[src/rtl/sdiv_pkg.sv]
package sdiv_pkg;

  typedef enum logic [1:0] {
    ST_IDLE = 2'd0,
    ST_RUN  = 2'd1,
    ST_DONE = 2'd2
  } sdiv_state_e;

  typedef enum logic [1:0] {
    CL_NORM = 2'd0,
    CL_ZERO = 2'd1,
    CL_OVF  = 2'd2
  } sdiv_class_e;

  typedef struct packed {
    logic sat;
    logic cy;
    logic ov;
    logic s;
    logic z;
  } sdiv_flags_t;

endpackage

[src/rtl/sdiv_classify.sv]
module sdiv_classify
  import sdiv_pkg::*;
#(
  parameter int DW = 32,
  parameter int HW = 16
) (
  input  logic [DW-1:0] num,
  input  logic [HW-1:0] den_field,
  output logic [DW-1:0] num_mag,
  output logic [DW-1:0] den_mag,
  output logic          num_neg,
  output logic          den_neg,
  output sdiv_class_e   cls
);
  localparam int EXT = DW - HW;
  localparam logic [DW-1:0] MOST_NEG = {1'b1, {(DW-1){1'b0}}};
  localparam logic [DW-1:0] ALL_ONES = {DW{1'b1}};

  function automatic logic [DW-1:0] widen(input logic [HW-1:0] f);
    return {{EXT{f[HW-1]}}, f};
  endfunction

  function automatic logic [DW-1:0] magnitude(input logic [DW-1:0] v);
    return v[DW-1] ? (~v + 1'b1) : v;
  endfunction

  logic [DW-1:0] den_wide;

  always_comb begin
    den_wide = widen(den_field);
    num_neg  = num[DW-1];
    den_neg  = den_wide[DW-1];
    num_mag  = magnitude(num);
    den_mag  = magnitude(den_wide);
    if (den_wide == '0)
      cls = CL_ZERO;
    else if (num == MOST_NEG && den_wide == ALL_ONES)
      cls = CL_OVF;
    else
      cls = CL_NORM;
  end

endmodule

[src/rtl/sdiv_core.sv]
module sdiv_core #(
  parameter int DW = 32
) (
  input  logic          clk,
  input  logic          rst_n,
  input  logic          load,
  input  logic          step_en,
  input  logic [DW-1:0] num_mag,
  input  logic [DW-1:0] den_mag,
  output logic          last,
  output logic [DW-1:0] q_mag,
  output logic [DW-1:0] r_mag
);
  localparam int CW = (DW > 2) ? $clog2(DW) : 1;
  localparam logic [CW-1:0] CNT_TOP = CW'(DW - 1);

  logic [DW-1:0] q_r, r_r, d_r;
  logic [CW-1:0] cnt_r;

  // One restoring step: shift the partial remainder in, subtract if it fits.
  function automatic logic [2*DW-1:0] div_step(input logic [DW-1:0] r_i,
                                               input logic [DW-1:0] q_i,
                                               input logic [DW-1:0] d_i);
    logic [DW:0] r_sh;
    logic        fits;
    r_sh = {r_i, q_i[DW-1]};
    fits = (r_sh >= {1'b0, d_i});
    if (fits) r_sh = r_sh - {1'b0, d_i};
    return {r_sh[DW-1:0], q_i[DW-2:0], fits};
  endfunction

  logic [2*DW-1:0] nxt;
  assign nxt = div_step(r_r, q_r, d_r);

  always_ff @(posedge clk or negedge rst_n) begin
    if (!rst_n) begin
      q_r   <= '0;
      r_r   <= '0;
      d_r   <= '0;
      cnt_r <= '0;
    end else if (load) begin
      q_r   <= num_mag;
      r_r   <= '0;
      d_r   <= den_mag;
      cnt_r <= CNT_TOP;
    end else if (step_en) begin
      r_r   <= nxt[2*DW-1:DW];
      q_r   <= nxt[DW-1:0];
      cnt_r <= cnt_r - 1'b1;
    end
  end

  assign last  = (cnt_r == '0);
  assign q_mag = q_r;
  assign r_mag = r_r;

endmodule

[src/rtl/sdiv_resolve.sv]
module sdiv_resolve
  import sdiv_pkg::*;
#(
  parameter int DW = 32
) (
  input  logic          active,
  input  sdiv_class_e   cls,
  input  logic [DW-1:0] q_mag,
  input  logic [DW-1:0] r_mag,
  input  logic          num_neg,
  input  logic          den_neg,
  input  logic          same_dest,
  input  logic          s_in,
  input  logic          z_in,
  input  logic          cy_in,
  input  logic          sat_in,
  output logic [DW-1:0] quot,
  output logic [DW-1:0] rem,
  output logic          quot_we,
  output logic          rem_we,
  output sdiv_flags_t   flags
);
  localparam logic [DW-1:0] MOST_NEG = {1'b1, {(DW-1){1'b0}}};

  function automatic logic [DW-1:0] apply_sign(input logic [DW-1:0] m, input logic neg);
    return neg ? (~m + 1'b1) : m;
  endfunction

  logic [DW-1:0] q_val, r_val;

  always_comb begin
    flags.cy  = cy_in;
    flags.sat = sat_in;
    case (cls)
      CL_ZERO: begin
        q_val   = '0;
        r_val   = '0;
        flags.ov = 1'b1;
        flags.s  = s_in;
        flags.z  = z_in;
      end
      CL_OVF: begin
        q_val   = MOST_NEG;
        r_val   = '0;
        flags.ov = 1'b1;
        flags.s  = 1'b1;
        flags.z  = 1'b0;
      end
      default: begin
        q_val   = apply_sign(q_mag, num_neg ^ den_neg);
        r_val   = apply_sign(r_mag, num_neg);
        flags.ov = 1'b0;
        flags.s  = q_val[DW-1];
        flags.z  = (q_val == '0);
      end
    endcase
    rem_we  = active && (cls != CL_ZERO);
    quot_we = rem_we && !same_dest;
    quot    = active ? q_val : '0;
    rem     = active ? r_val : '0;
  end

endmodule

[src/rtl/sdiv_wh_unit.sv]
module sdiv_wh_unit
  import sdiv_pkg::*;
#(
  parameter int DW = 32,
  parameter int HW = 16
) (
  input  logic          clk,
  input  logic          rst_n,
  input  logic          start,
  input  logic [DW-1:0] dividend,
  input  logic [DW-1:0] divisor_op,
  input  logic          same_dest,
  input  logic          s_in,
  input  logic          z_in,
  input  logic          cy_in,
  input  logic          sat_in,
  output logic          busy,
  output logic          done,
  output logic [DW-1:0] quot,
  output logic [DW-1:0] rem,
  output logic          quot_we,
  output logic          rem_we,
  output logic          s_out,
  output logic          z_out,
  output logic          ov_out,
  output logic          cy_out,
  output logic          sat_out
);
  sdiv_state_e st_q;
  sdiv_class_e cls_now, cls_q;
  logic [DW-1:0] num_mag, den_mag, q_mag, r_mag;
  logic num_neg, den_neg, nneg_q, dneg_q, same_q;
  logic s_q, z_q, cy_q, sat_q;
  logic core_last;
  sdiv_flags_t flg;

  // Named internal events for the checker
  logic ev_accept, ev_div_zero, ev_ovf, ev_last_step;
  assign ev_accept    = start && (st_q == ST_IDLE);
  assign ev_div_zero  = (cls_q == CL_ZERO);
  assign ev_ovf       = (cls_q == CL_OVF);
  assign ev_last_step = (st_q == ST_RUN) && core_last;

  sdiv_classify #(.DW(DW), .HW(HW)) classify_i (
    .num       (dividend),
    .den_field (divisor_op[HW-1:0]),
    .num_mag   (num_mag),
    .den_mag   (den_mag),
    .num_neg   (num_neg),
    .den_neg   (den_neg),
    .cls       (cls_now)
  );

  sdiv_core #(.DW(DW)) core_i (
    .clk     (clk),
    .rst_n   (rst_n),
    .load    (ev_accept),
    .step_en (st_q == ST_RUN),
    .num_mag (num_mag),
    .den_mag (den_mag),
    .last    (core_last),
    .q_mag   (q_mag),
    .r_mag   (r_mag)
  );

  always_ff @(posedge clk or negedge rst_n) begin
    if (!rst_n) begin
      st_q   <= ST_IDLE;
      cls_q  <= CL_NORM;
      nneg_q <= 1'b0;
      dneg_q <= 1'b0;
      same_q <= 1'b0;
      s_q    <= 1'b0;
      z_q    <= 1'b0;
      cy_q   <= 1'b0;
      sat_q  <= 1'b0;
    end else begin
      case (st_q)
        ST_IDLE: if (ev_accept) begin
          st_q   <= (cls_now == CL_NORM) ? ST_RUN : ST_DONE;
          cls_q  <= cls_now;
          nneg_q <= num_neg;
          dneg_q <= den_neg;
          same_q <= same_dest;
          s_q    <= s_in;
          z_q    <= z_in;
          cy_q   <= cy_in;
          sat_q  <= sat_in;
        end
        ST_RUN:  if (ev_last_step) st_q <= ST_DONE;
        default: st_q <= ST_IDLE;
      endcase
    end
  end

  assign busy = (st_q != ST_IDLE);
  assign done = (st_q == ST_DONE);

  sdiv_resolve #(.DW(DW)) resolve_i (
    .active    (done),
    .cls       (cls_q),
    .q_mag     (q_mag),
    .r_mag     (r_mag),
    .num_neg   (nneg_q),
    .den_neg   (dneg_q),
    .same_dest (same_q),
    .s_in      (s_q),
    .z_in      (z_q),
    .cy_in     (cy_q),
    .sat_in    (sat_q),
    .quot      (quot),
    .rem       (rem),
    .quot_we   (quot_we),
    .rem_we    (rem_we),
    .flags     (flg)
  );

  assign s_out   = flg.s;
  assign z_out   = flg.z;
  assign ov_out  = flg.ov;
  assign cy_out  = flg.cy;
  assign sat_out = flg.sat;

endmodule

[config.mk]
export PLATFORM = sky130hd
export DESIGN_NAME = sdiv_wh_unit
export DESIGN_NICKNAME = d
export VERILOG_FILES = /design/src/rtl/sdiv_pkg.sv /design/src/rtl/sdiv_classify.sv /design/src/rtl/sdiv_core.sv /design/src/rtl/sdiv_resolve.sv /design/src/rtl/sdiv_wh_unit.sv
export SDC_FILE = /design/constraint.sdc
export NUM_CORES = 1
export LEC_CHECK = 0
export BUFFER_PORTS_ARGS = -buffer_cell sky130_fd_sc_hd__buf_2
export CAP_MARGIN = 30
export CORE_MARGIN = 2
export CORE_UTILIZATION = 63
export CTS_CLUSTER_SIZE = 14
export DETAILED_ROUTE_END_ITERATION = 6
export GPL_TIMING_DRIVEN = 0
export PLACE_DENSITY = 0.87
export SYNTH_ARGS = -nofsm -noshare
export SYNTH_HDL_FRONTEND = slang
export SYNTH_SLANG_ARGS = --single-unit
[constraint.sdc]
create_clock -name clk -period 8.43 [get_ports clk]
set_clock_uncertainty 0.15 [all_clocks]
set_input_delay 0.843 -clock clk [delete_from_list [all_inputs] [get_ports clk]]
set_output_delay 0.843 -clock clk [all_outputs]
set_load 0.005 [all_outputs]
## Word-level counts from Yosys, hierarchy flattened

Index checks and enable logic that the tools add are counted.

- Add/sub/neg operators: 6
- Magnitude comparators: 1
- Equal/unequal tests: 9
- Mux-type cells: 22
- Bitwise operators: 5
- Reductions and logical operators: 16

Operator list:

| operator | number |
|---|---|
| $mux W32 | 12 |
| $add A32 B1 Y32 const B | 4 |
| $not A32 Y32 | 4 |
| $eq A32 B32 Y1 const B | 2 |
| $logic_not A32 Y1 | 2 |
| $pmux W32 S2 | 1 |
| $ge A33 B32 Y1 | 1 |
| $sub A32 B32 Y32 | 1 |
| $mux W2 | 5 |
| $mux W5 | 2 |
| $pmux W3 S2 | 1 |
| $logic_and A1 B1 Y1 | 5 |
| $logic_not A5 Y1 | 1 |
| $sub A5 B1 Y5 const B | 1 |
| $eq A2 B1 Y1 const B | 2 |
| $eq A2 B2 Y1 const B | 2 |
| $logic_not A2 Y1 | 2 |
| $ne A2 B1 Y1 const B | 2 |
| $pmux W2 S2 | 1 |
| $reduce_and A2 Y1 | 2 |
| $reduce_bool A2 Y1 | 2 |
| $ne A2 B2 Y1 const B | 1 |
| $reduce_or A2 Y1 | 1 |
| $logic_not A1 Y1 | 1 |
| $xor A1 B1 Y1 | 1 |

- Bits in registers: 112
- Input bits: 72
- Output and inout bits: 73
- Logic and storage cells: 72

## Depth between registers and ports, before layout

Gate-level depths: netlist of the first run.

- Depth in word-level cells: 8
- Mapped depth: 13
- Gate-level depth less buffers: 13

## Cells and area by module

A second synthesis of the first run with hierarchy kept.

- Cells, all modules: 1294
- Area, all modules: 10217.3 um2

Modules (own cells, without submodules):

| module | instances | cells each | area an instance (um2) | sequential area each (um2) |
|---|---|---|---|---|
| sdiv_core | 1 | 742 | 6331.1 | 2527.4 |
| sdiv_resolve | 1 | 349 | 2208.4 | 0.0 |
| sdiv_classify | 1 | 171 | 1213.7 | 0.0 |
| sdiv_wh_unit | 1 | 32 | 464.2 | 275.3 |

## Worst setup path before layout of the first run

Ideal clock, no wire load.

- Path kind: reg2out
- Start: register core_i.r_r[4], in the netlist core_i.r_mag[4]
- End: output port rem[25]
- Arrival: 2.706 ns
- Data required time: 7.437 ns
- Path slack: 4.731 ns
- Cell stages (with the launch flop): 8
- Buffers on the path: 0
- Cells stage by stage: dfrtp_1 > or4_1 > or4_1 > or3_1 > or3_1 > o31ai_1 > xor2_1 > nor2_1

- Word-level cells in the longest chain between the ends: 5

Ends and longest elaborated chain:

| element | RTL line | text |
|---|---|---|
| start: declaration | sdiv_core.sv:17 | `logic [DW-1:0] q_r, r_r, d_r;` |
| start signal: assignment | sdiv_core.sv:47 | `r_r <= nxt[2*DW-1:DW];` |
| $not A32 Y32 | sdiv_resolve.sv:26 | `return neg ? (~m + 1'b1) : m;` |
| $add A32 B1 Y32 | sdiv_resolve.sv:26 |  |
| $mux W32 | sdiv_resolve.sv:26 |  |
| $mux W32 | sdiv_resolve.sv:34 | `case (cls)` |
| $mux W32 | sdiv_resolve.sv:60 | `rem = active ? r_val : '0;` |
| end: declaration | sdiv_wh_unit.sv:20 | `output logic [DW-1:0] rem,` |

Every way passes these cells.

## Worst setup path in the final report of the first run

- Start: register core_i.q_r[6], in the netlist core_i.q_mag[6]
- End: output port z_out

- Word-level cells in the longest chain between the ends: 5

Ends and longest elaborated chain:

| element | RTL line | text |
|---|---|---|
| start: declaration | sdiv_core.sv:17 |  |
| start signal: assignment | sdiv_core.sv:42 | `q_r <= num_mag;` |
| start signal: assignment | sdiv_core.sv:48 | `q_r <= nxt[DW-1:0];` |
| $not A32 Y32 | sdiv_resolve.sv:26 |  |
| $add A32 B1 Y32 | sdiv_resolve.sv:26 |  |
| $mux W32 * | sdiv_resolve.sv:26 |  |
| $logic_not A32 Y1 * | sdiv_resolve.sv:54 | `flags.z = (q_val == '0);` |
| $pmux W3 S2 * | sdiv_resolve.sv:34 |  |
| end: declaration | sdiv_wh_unit.sv:24 | `output logic z_out,` |

Mark *: on every way between the ends. The rest lies on a longest branch, timed or not.

==> results of run 1 <==
registers in the layout, summed over array words and instances, names as in the netlist:
name	flops
sat_q	1
cls_q	2
nneg_q	1
cy_q	1
st_q	2
core_i.cnt_r	5
dneg_q	1
core_i.d_r	32
core_i.r_mag	32
s_q	1
same_q	1
z_q	1
core_i.q_mag	32
routing by layer:
layer  global-route usage, %  up-vias
met1                    49.8     4638
met2                    54.6      541
met5                       0        -
li1                        -     4579
met3                    6.37       69
met4                    14.0        0
path summary, 6_finish.rpt:
check                                start          endpoint  slack [ns]  cells after the start
max in group asynchronous            rst_n   core_i.r_mag[3]        7.17                      2
max                        core_i.q_mag[6]             z_out        3.42                     11
max reg2reg                core_i.r_mag[2]   core_i.q_mag[0]        4.37                     11
min reg2reg                           cy_q              cy_q        0.33                      2
min in group clk                      cy_q              cy_q        0.33                      2
min                                  rst_n  core_i.r_mag[14]        0.28                      1
critical path: cells and delay by family (launching register included):
family,cells,cell delay [ns]
buffers and inverters,2,0.37
AOI/OAI and AO/OA,2,0.43
and+or+nand+nor,6,2.15
DFF,1,0.36
xor gates and xnor gates,1,0.34
placed cells by master, fill, tap and decap left out, types with 59 or more instances in the layout:
cell and n:
sky130_fd_sc_hd__dfrtp_1 112, sky130_fd_sc_hd__inv_1 59, sky130_fd_sc_hd__buf_2 129, sky130_fd_sc_hd__xnor2_1 59, sky130_fd_sc_hd__nand2_1 155, sky130_fd_sc_hd__clkbuf_1 71, sky130_fd_sc_hd__o21ai_0 105, sky130_fd_sc_hd__nor2_1 136
sky130_fd_sc_hd__xor2_1 75
layout make-up:
| class | count | area, um^2 |
|---|---|---|
| multi-input cells | 976 | 6080 |
| fillers | 1185 | 3970 |
| flip-flops and latches | 112 | 2800 |
| repair buffers | 130 | 682 |
| plain buffers | 81 | 307 |
| well taps | 184 | 230 |
| clock buffers | 9 | 225 |
| inverters | 59 | 221 |
| clock inverters | 7 | 71.3 |
report_power, final:
| group | total (mW) | leakage (nW) | switching, mW | internal (mW) |
|---|---|---|---|---|
| Combinational | 2.96 | 3.12 | 1.78 | 1.18 |
| Sequential | 1.05 | 1.37 | 0.261 | 0.785 |
| Clock | 0.446 | 0.146 | 0.235 | 0.211 |
| Total | 4.45 | 4.64 | 2.28 | 2.18 |
kinds of logic after synthesis:
logic type	count (synthesis)	synth area share (%)
simple gates	473	23.5
compound gates	297	19.7
buf+inv	140	5.61
xor+xnor	134	12.5
flops	112	29.8
fa+ha+maj	43	5.80
mux	29	3.12
metrics by stage:
stage | hold slack [ns] | area (um^2) | util [%] | instances
6_report | 0.279 | 10600 | 72.8 | 1558
5_1_grt | 0.316 | 10600 | 72.8 | 1558
4_1_cts | 0.293 | 10600 | 72.8 | 1558
3_5_place_dp | 0.314 | 10300 | 70.7 | 1542
3_3_place_gp | 0.306 | 10300 | 70.5 | 1540
2_1_floorplan | 0.296 | 9410 | - | 1228
==> impl_table.tex, run 1 <==
\begin{tabular}{lr}
\hline
Metric & Value \\
\hline
\multicolumn{2}{l}{\textbf{Status}} \\
Result of the run & finished, final reports clean \\
\multicolumn{2}{l}{\textbf{STA}} \\
Worst-case setup margin in the final layout & 3.42 ns \\
Transition time at the pin with the least slew margin & 0.969 ns \\
FMAX & 0.200 GHz \\
Share of the clock period used by the worst path & between 50 and 60\% \\
Setup repair after global routing missed its margin & no \\
Final Critical Period & 5.01 ns \\
Number of hold violations in the final report & 0 \\
Worst max-slew margin expressed relative to the limit & 35.4\% \\
Setup-violating endpoint count in the final report & 0 \\
Summed negative setup slack over all endpoints & 0 ns \\
Max-slew violation count & 0 \\
\multicolumn{2}{l}{\textbf{Setup path}} \\
Startpoint type of the worst setup path & flop \\
Cells traversed along the worst timing path & clkbuf\_1 -> nor3\_1 -> nand3\_1 -> nor4\_2 -> a31oi\_1 -> xnor2\_1 -> nand4\_1 -> nor3b\_1 -> nand4\_1 -> o21ai\_0 -> buf\_2 \\
Category of the critical setup timing path & flop to output port \\
Crit end category & output port \\
Critical path's slowest cell & sky130\_fd\_sc\_hd\_\_nor4\_2 \\
CP dominant cell by count & sky130\_fd\_sc\_hd\_\_nand4\_1 \\
Maximum fanout along the worst path & 10 \\
Arr. time, crit path & roughly 4.0 ns \\
Delay contributed by the slowest stage of the critical path & about 0.7 ns \\
Data required time at the worst endpoint & 7.44 ns \\
\multicolumn{2}{l}{\textbf{Global route}} \\
Number of global-route vias before repair & around 8900 \\
Final global-route overflow total & 0 \\
Maximum number of pins on one net before global-route repair & 58 \\
Wire length of the first global-routing pass & about 45 mm \\
Number of antenna violations at the first check in global routing & 0 \\
Global routing usage summed across all routing layers & a little over a third \\
\multicolumn{2}{l}{\textbf{Place}} \\
Placed wire-length estimate after detailed placement & 21.3 mm \\
Routability-driven placement congestion ratio & 0.969 \\
Post-Place Setup Slack & 4.00 ns \\
Total of buffers placed on input and output ports & 128 \\
\multicolumn{2}{l}{\textbf{Yosys}} \\
Most common flop cell mapped by yosys & sky130\_fd\_sc\_hd\_\_dfrtp\_1 \\
Net count of the mapped netlist & 1343 \\
Dominant cell by count in the synthesized netlist & sky130\_fd\_sc\_hd\_\_nand2\_1 \\
Cell types with the largest area share after synthesis & sky130\_fd\_sc\_hd\_\_dfrtp\_1 30\%, sky130\_fd\_sc\_hd\_\_xor2\_1 7.0\%, sky130\_fd\_sc\_hd\_\_nand2\_1 6.2\% \\
Top post-synthesis cells by count & 155 x sky130\_fd\_sc\_hd\_\_nand2\_1, 136 x sky130\_fd\_sc\_hd\_\_nor2\_1, 112 x sky130\_fd\_sc\_hd\_\_dfrtp\_1 \\
Distinct cells, synth & 62 \\
Average footprint of a synthesized cell & 7.66 um\^{}2 \\
EDFF count, synth & 0 \\
Number of warnings issued by yosys & 0 \\
Area share of the leading cell type in the synthesized netlist & between 20\% and 30\% \\
Post-synthesis instance total & 1228 \\
Cell type with the largest total area after synthesis & sky130\_fd\_sc\_hd\_\_dfrtp\_1 \\
Share of async-settable or async-resettable flops after synthesis & 100\% \\
Flops \& latches, synth & about 110 \\
Synthesized area & 9410 um\^{}2 \\
Proportion of synthesized chip area in sequential cells & around 30\% \\
\multicolumn{2}{l}{\textbf{Floorplanning}} \\
Initial Utilization & 64.5\% \\
Number of top-level pins & 145 \\
Die area & 15900 um\^{}2 \\
Die height & 126 um \\
Row cnt & between 40 and 50 \\
Chip Width & 126 um \\
Area of the core & 14600 um\^{}2 \\
\multicolumn{2}{l}{\textbf{Clock network}} \\
CTS Buffer Depth & 2 \\
TritonCTS Buffers & 9 \\
Cell at the root of the clock tree & sky130\_fd\_sc\_hd\_\_clkbuf\_16 \\
Total number of H-tree levels & 3 \\
Number of clock sinks & roughly 110 \\
Buffer count from post-CTS setup fixing & 0 \\
Clock-pin slew of the registers on the worst-case setup and hold paths & 0.08 ns \\
CTS hold repair buffers & 0 \\
CTS resizes & 0 \\
Clock latency on the worst-skew pair & 0.38 ns \\
Clock tree from TritonCTS & done \\
\multicolumn{2}{l}{\textbf{Drt}} \\
Number of search-and-repair iterations in the first detailed-routing pass & 5 \\
Routed WL & 28.5 mm \\
DR WL met3 & 2.57 mm \\
Routed len/inst & 18.3 um \\
Final routed DRC violation total & 0 \\
Uppermost signal routing layer after detailed routing & met4 \\
Wire length on met1 & 12.2 mm \\
Drt first-iter violations & 1078 \\
Length of routed met2 wiring & 12.6 mm \\
Number of vias in the routed layout & slightly below 10000 \\
Number of vias per cell & around 6.3 \\
Post-DRT Antenna Nets & 0 \\
\multicolumn{2}{l}{\textbf{Pwr}} \\
Total power density per cell area & 419 nW/um\^{}2 \\
Leakage Power & 4.64 nW \\
Peak ir drop on the vdd network & between 0.2 and 0.3 mV \\
Power after layout & 4.45 mW \\
\multicolumn{2}{l}{\textbf{Final layout}} \\
Antenna cell count & 0 \\
Synthesis-to-layout area growth & 12.8\% \\
Number of nets in the layout & 1484 \\
Share of post-route cells with drive strength above 1 & 11.9\% \\
\multicolumn{2}{l}{\textbf{Hold path}} \\
Hold WC Path Type & input port to asynchronous set/reset pin \\
\multicolumn{2}{l}{\textbf{Flow run}} \\
Count of maximum capacitance violations & 0 \\
\hline
\end{tabular}
Note: power is estimated with default switching activity, not from simulation.
==> run 2: changes to the inputs <==
Settings changed: CORE_UTILIZATION 63 to 59, PLACE_DENSITY 0.87 to 0.82.
Clock period 8.43 ns to 4.9 ns, I/O delays scaled along.
==> run 2 against run 1 <==
Power increased by 72%. Count of clock-buffer cells in the layout stayed put. Clock power grew 76%. Final cell count up 2.1%. Die area grew 6.6%.
==> impl_table.tex, run 2 (synthesized netlist as in run 1, its figures left out) <==
\begin{tabular}{lr}
\hline
Metric & Value \\
\hline
\multicolumn{2}{l}{\textbf{Status}} \\
Result of the run & finished, final reports clean (unchanged) \\
\multicolumn{2}{l}{\textbf{Final layout}} \\
Share of the core filled with cells in the final layout & 68.0\% (was 72.8\%) \\
Commonest cells after routing, fill and taps aside & 155 x sky130\_fd\_sc\_hd\_\_nand2\_1, 136 x sky130\_fd\_sc\_hd\_\_nor2\_1, 130 x sky130\_fd\_sc\_hd\_\_buf\_2 (was 155 x sky130\_fd\_sc\_hd\_\_nand2\_1, 136 x sky130\_fd\_sc\_hd\_\_nor2\_1, 129 x sky130\_fd\_sc\_hd\_\_buf\_2) \\
Antenna cell count & 0 (unchanged) \\
Share of post-route cells with drive strength above 1 & 11.9\% (about the same) \\
Number of fillers in the final layout & 1342 (was 1185) \\
Final design area excluding fillers & 10700 um\^{}2 (was 10600 um\^{}2) \\
Synthesis-to-layout area growth & 13.6\% (was 12.8\%) \\
Most common cell after layout, fill and taps aside & sky130\_fd\_sc\_hd\_\_nand2\_1 (unchanged) \\
Number of nets in the layout & 1485 (was 1484) \\
\multicolumn{2}{l}{\textbf{Drt}} \\
Routed len/inst & 18.0 um (was 18.3 um) \\
Number of vias per cell & 6.16 (was 6.31) \\
Final routed DRC violation total & 0 (unchanged) \\
Routed WL & 28.7 mm (was 28.5 mm) \\
Number of vias in the routed layout & 9795 (was 9827) \\
Post-DRT Antenna Nets & 0 (unchanged) \\
Number of search-and-repair iterations in the first detailed-routing pass & 5 (unchanged) \\
Drt first-iter violations & 1196 (was 1078) \\
\multicolumn{2}{l}{\textbf{Setup path}} \\
Crit end category & output port (unchanged) \\
R2R Path End & core\_i.r\_mag[9] (was core\_i.q\_mag[0]) \\
Category of the critical setup timing path & flop to output port (unchanged) \\
Critical register-to-register path startpoint & core\_i.r\_mag[2] (unchanged) \\
Maximum fanout along the worst path & 10 (unchanged) \\
Critical path's slowest cell & sky130\_fd\_sc\_hd\_\_nor3\_1 (was sky130\_fd\_sc\_hd\_\_nor4\_2) \\
Worst Reg-to-Reg Cells & 11 (unchanged) \\
Internal reg-to-reg setup slack & 0.85 ns (was 4.37 ns) \\
Arr. time, crit path & 3.94 ns (was 4.01 ns) \\
Delay contributed by the slowest stage of the critical path & 0.61 ns (was 0.71 ns) \\
Cells traversed along the worst timing path & clkbuf\_1 -> nor3\_1 -> nand4\_1 -> o31ai\_1 -> xor2\_1 -> nor4b\_1 -> nand4\_1 -> nor3b\_1 -> nand4\_1 -> o21ai\_0 -> buf\_2 (was clkbuf\_1 -> nor3\_1 -> nand3\_1 -> nor4\_2 -> a31oi\_1 -> xnor2\_1 -> nand4\_1 -> nor3b\_1 -> nand4\_1 -> o21ai\_0 -> buf\_2) \\
Startpoint type of the worst setup path & flop (unchanged) \\
Data required time at the worst endpoint & 4.26 ns (was 7.44 ns) \\
CP dominant cell by count & sky130\_fd\_sc\_hd\_\_nand4\_1 (unchanged) \\
\multicolumn{2}{l}{\textbf{Place}} \\
Total of buffers placed on input and output ports & 128 (unchanged) \\
Placed wire-length estimate after detailed placement & 21.4 mm (was 21.3 mm) \\
Routability-driven placement congestion ratio & 0.976 (was 0.969) \\
Cell Area, Placed & 10400 um\^{}2 (was 10300 um\^{}2) \\
\multicolumn{2}{l}{\textbf{Clock network}} \\
Number of clock sinks & 112 (unchanged) \\
Buffer count from post-CTS setup fixing & 0 (unchanged) \\
Total number of H-tree levels & 3 (unchanged) \\
TritonCTS Buffers & 9 (unchanged) \\
Cell at the root of the clock tree & sky130\_fd\_sc\_hd\_\_clkbuf\_16 (unchanged) \\
Clock-pin slew of the registers on the worst-case setup and hold paths & 0.09 ns (was 0.08 ns) \\
Clock tree from TritonCTS & done (unchanged) \\
CTS Buffer Depth & 2 (unchanged) \\
Clock latency on the worst-skew pair & 0.38 ns (about the same) \\
\multicolumn{2}{l}{\textbf{Pwr}} \\
Leakage Power & 4.66 nW (was 4.64 nW) \\
Power after layout & 7.68 mW (was 4.45 mW) \\
Combinational fraction of design power & 66.4\% (was 66.5\%) \\
Peak ir drop on the vdd network & 0.397 mV (was 0.267 mV) \\
Total power density per cell area & 719 nW/um\^{}2 (was 419 nW/um\^{}2) \\
Power dissipated by switching net loads & 3.93 mW (was 2.28 mW) \\
Switching power share of the total & 51.1\% (about the same) \\
Internal power contribution & 3.75 mW (was 2.18 mW) \\
Power share of the clock group & 10.2\% (was 10.0\%) \\
Proportion of power drawn by flip-flops and latches & 23.4\% (was 23.5\%) \\
\multicolumn{2}{l}{\textbf{Hold path}} \\
Hold path endpoint & same\_q \\
Worst min-delay path startpoint & same\_dest \\
Number of cells on the worst hold path & 3 \\
Hold WC Path Type & input port to flop (was input port to asynchronous set/reset pin) \\
\multicolumn{2}{l}{\textbf{Global route}} \\
Final global-route overflow total & 0 (unchanged) \\
Global routing usage summed across all routing layers & 34.2\% (was 35.5\%) \\
Wire length of the first global-routing pass & 45.4 mm (was 45.5 mm) \\
Number of global-route vias before repair & 8889 (was 8902) \\
Maximum number of pins on one net before global-route repair & 86 (was 58) \\
Number of antenna violations at the first check in global routing & 1 (was 0) \\
\multicolumn{2}{l}{\textbf{STA}} \\
Setup-violating endpoint count in the final report & 0 (unchanged) \\
Final Critical Period & 4.58 ns \\
Number of hold violations in the final report & 0 (unchanged) \\
Summed negative setup slack over all endpoints & 0 ns (unchanged) \\
Setup repair after global routing missed its margin & no (unchanged) \\
Share of the clock period used by the worst path & 93.5\% \\
Max-slew violation count & 0 (unchanged) \\
Transition time at the pin with the least slew margin & 0.965 ns (was 0.969 ns) \\
Worst max-slew margin expressed relative to the limit & 35.4\% (about the same) \\
FMAX & 0.218 GHz \\
Hold Slack & 0.153 ns (was 0.279 ns) \\
\multicolumn{2}{l}{\textbf{Floorplanning}} \\
Die height & 130 um (was 126 um) \\
Number of top-level pins & 145 (unchanged) \\
Chip Width & 130 um (was 126 um) \\
Die area & 17000 um\^{}2 (was 15900 um\^{}2) \\
Initial Utilization & 59.9\% (was 64.5\%) \\
Area of the core & 15700 um\^{}2 (was 14600 um\^{}2) \\
Row cnt & 46 (was 44) \\
\multicolumn{2}{l}{\textbf{Flow run}} \\
Count of maximum capacitance violations & 0 (unchanged) \\
\hline
\end{tabular}
run 2: worst max-delay path by stage:
stage,from,to,depth (start not counted)
2_1_floorplan,core_i.r_mag[4],rem[25],7
3_3_place_gp,core_i.q_mag[2],z_out,11
3_5_place_dp,core_i.q_mag[6],z_out,11
4_1_cts,core_i.q_mag[6],z_out,11
5_1_grt,core_i.q_mag[0],z_out,13
6_report,core_i.q_mag[6],z_out,11
run 2: worst max-delay path: cells and delay by family, from the launching register on:
family / cells / cell delay (ns)
AOI/OAI and AO/OA: 2 / 0.49
xor gates and xnor gates: 1 / 0.30
buffers and inverters: 2 / 0.35
DFF: 1 / 0.36
and+or+nand+nor: 6 / 2.05
run 2: area by class of cell:
class | count | area, um^2 | area share, %
well taps | 216 | 270 | 2.53
plain buffers | 81 | 307 | 2.87
repair buffers | 131 | 689 | 6.45
flip-flops and latches | 112 | 2800 | 26.2
clock buffers | 9 | 225 | 2.11
multi-input cells | 976 | 6090 | 57.0
clock inverters | 7 | 81.3 | 0.761
inverters | 59 | 221 | 2.07
run 2: power by group through the flow:
stage / Combinational (mW) / Sequential (mW) / Clock (mW)
4_1_cts: 4.97 / 1.78 / 0.792
5_1_grt: 5.65 / 1.85 / 0.822
2_1_floorplan: 3.84 / 1.67 / 0
6_report: 5.10 / 1.80 / 0.787
3_5_place_dp: 4.92 / 1.80 / 0
3_3_place_gp: 4.80 / 1.78 / 0
run 2: timing repair:
item                       in CTS  in global routing
gates resized for setup         0                  1
hold endpoints to repair       27                  0
setup endpoints to repair       0                  1
hold buffers                    1                  0
run 2: metrics by stage:
stage          std cells  setup WS (ns)
6_report            1591          0.316
5_1_grt             1591          0.150
4_1_cts             1591          0.380
3_5_place_dp        1574          0.803
3_3_place_gp        1572          0.844
2_1_floorplan       1228           1.55
run 2: routing by layer:
| layer | GRT usage [%] | vias to the layer above | share of wire (%) |
|---|---|---|---|
| li1 | - | 4585 | - |
| met1 | 47.9 | 4625 | 42 |
| met2 | 53.8 | 510 | 46 |
| met3 | 5.45 | 75 | 9.2 |
| met4 | 12.7 | 0 | 3.2 |
| met5 | 0 | - | 0 |
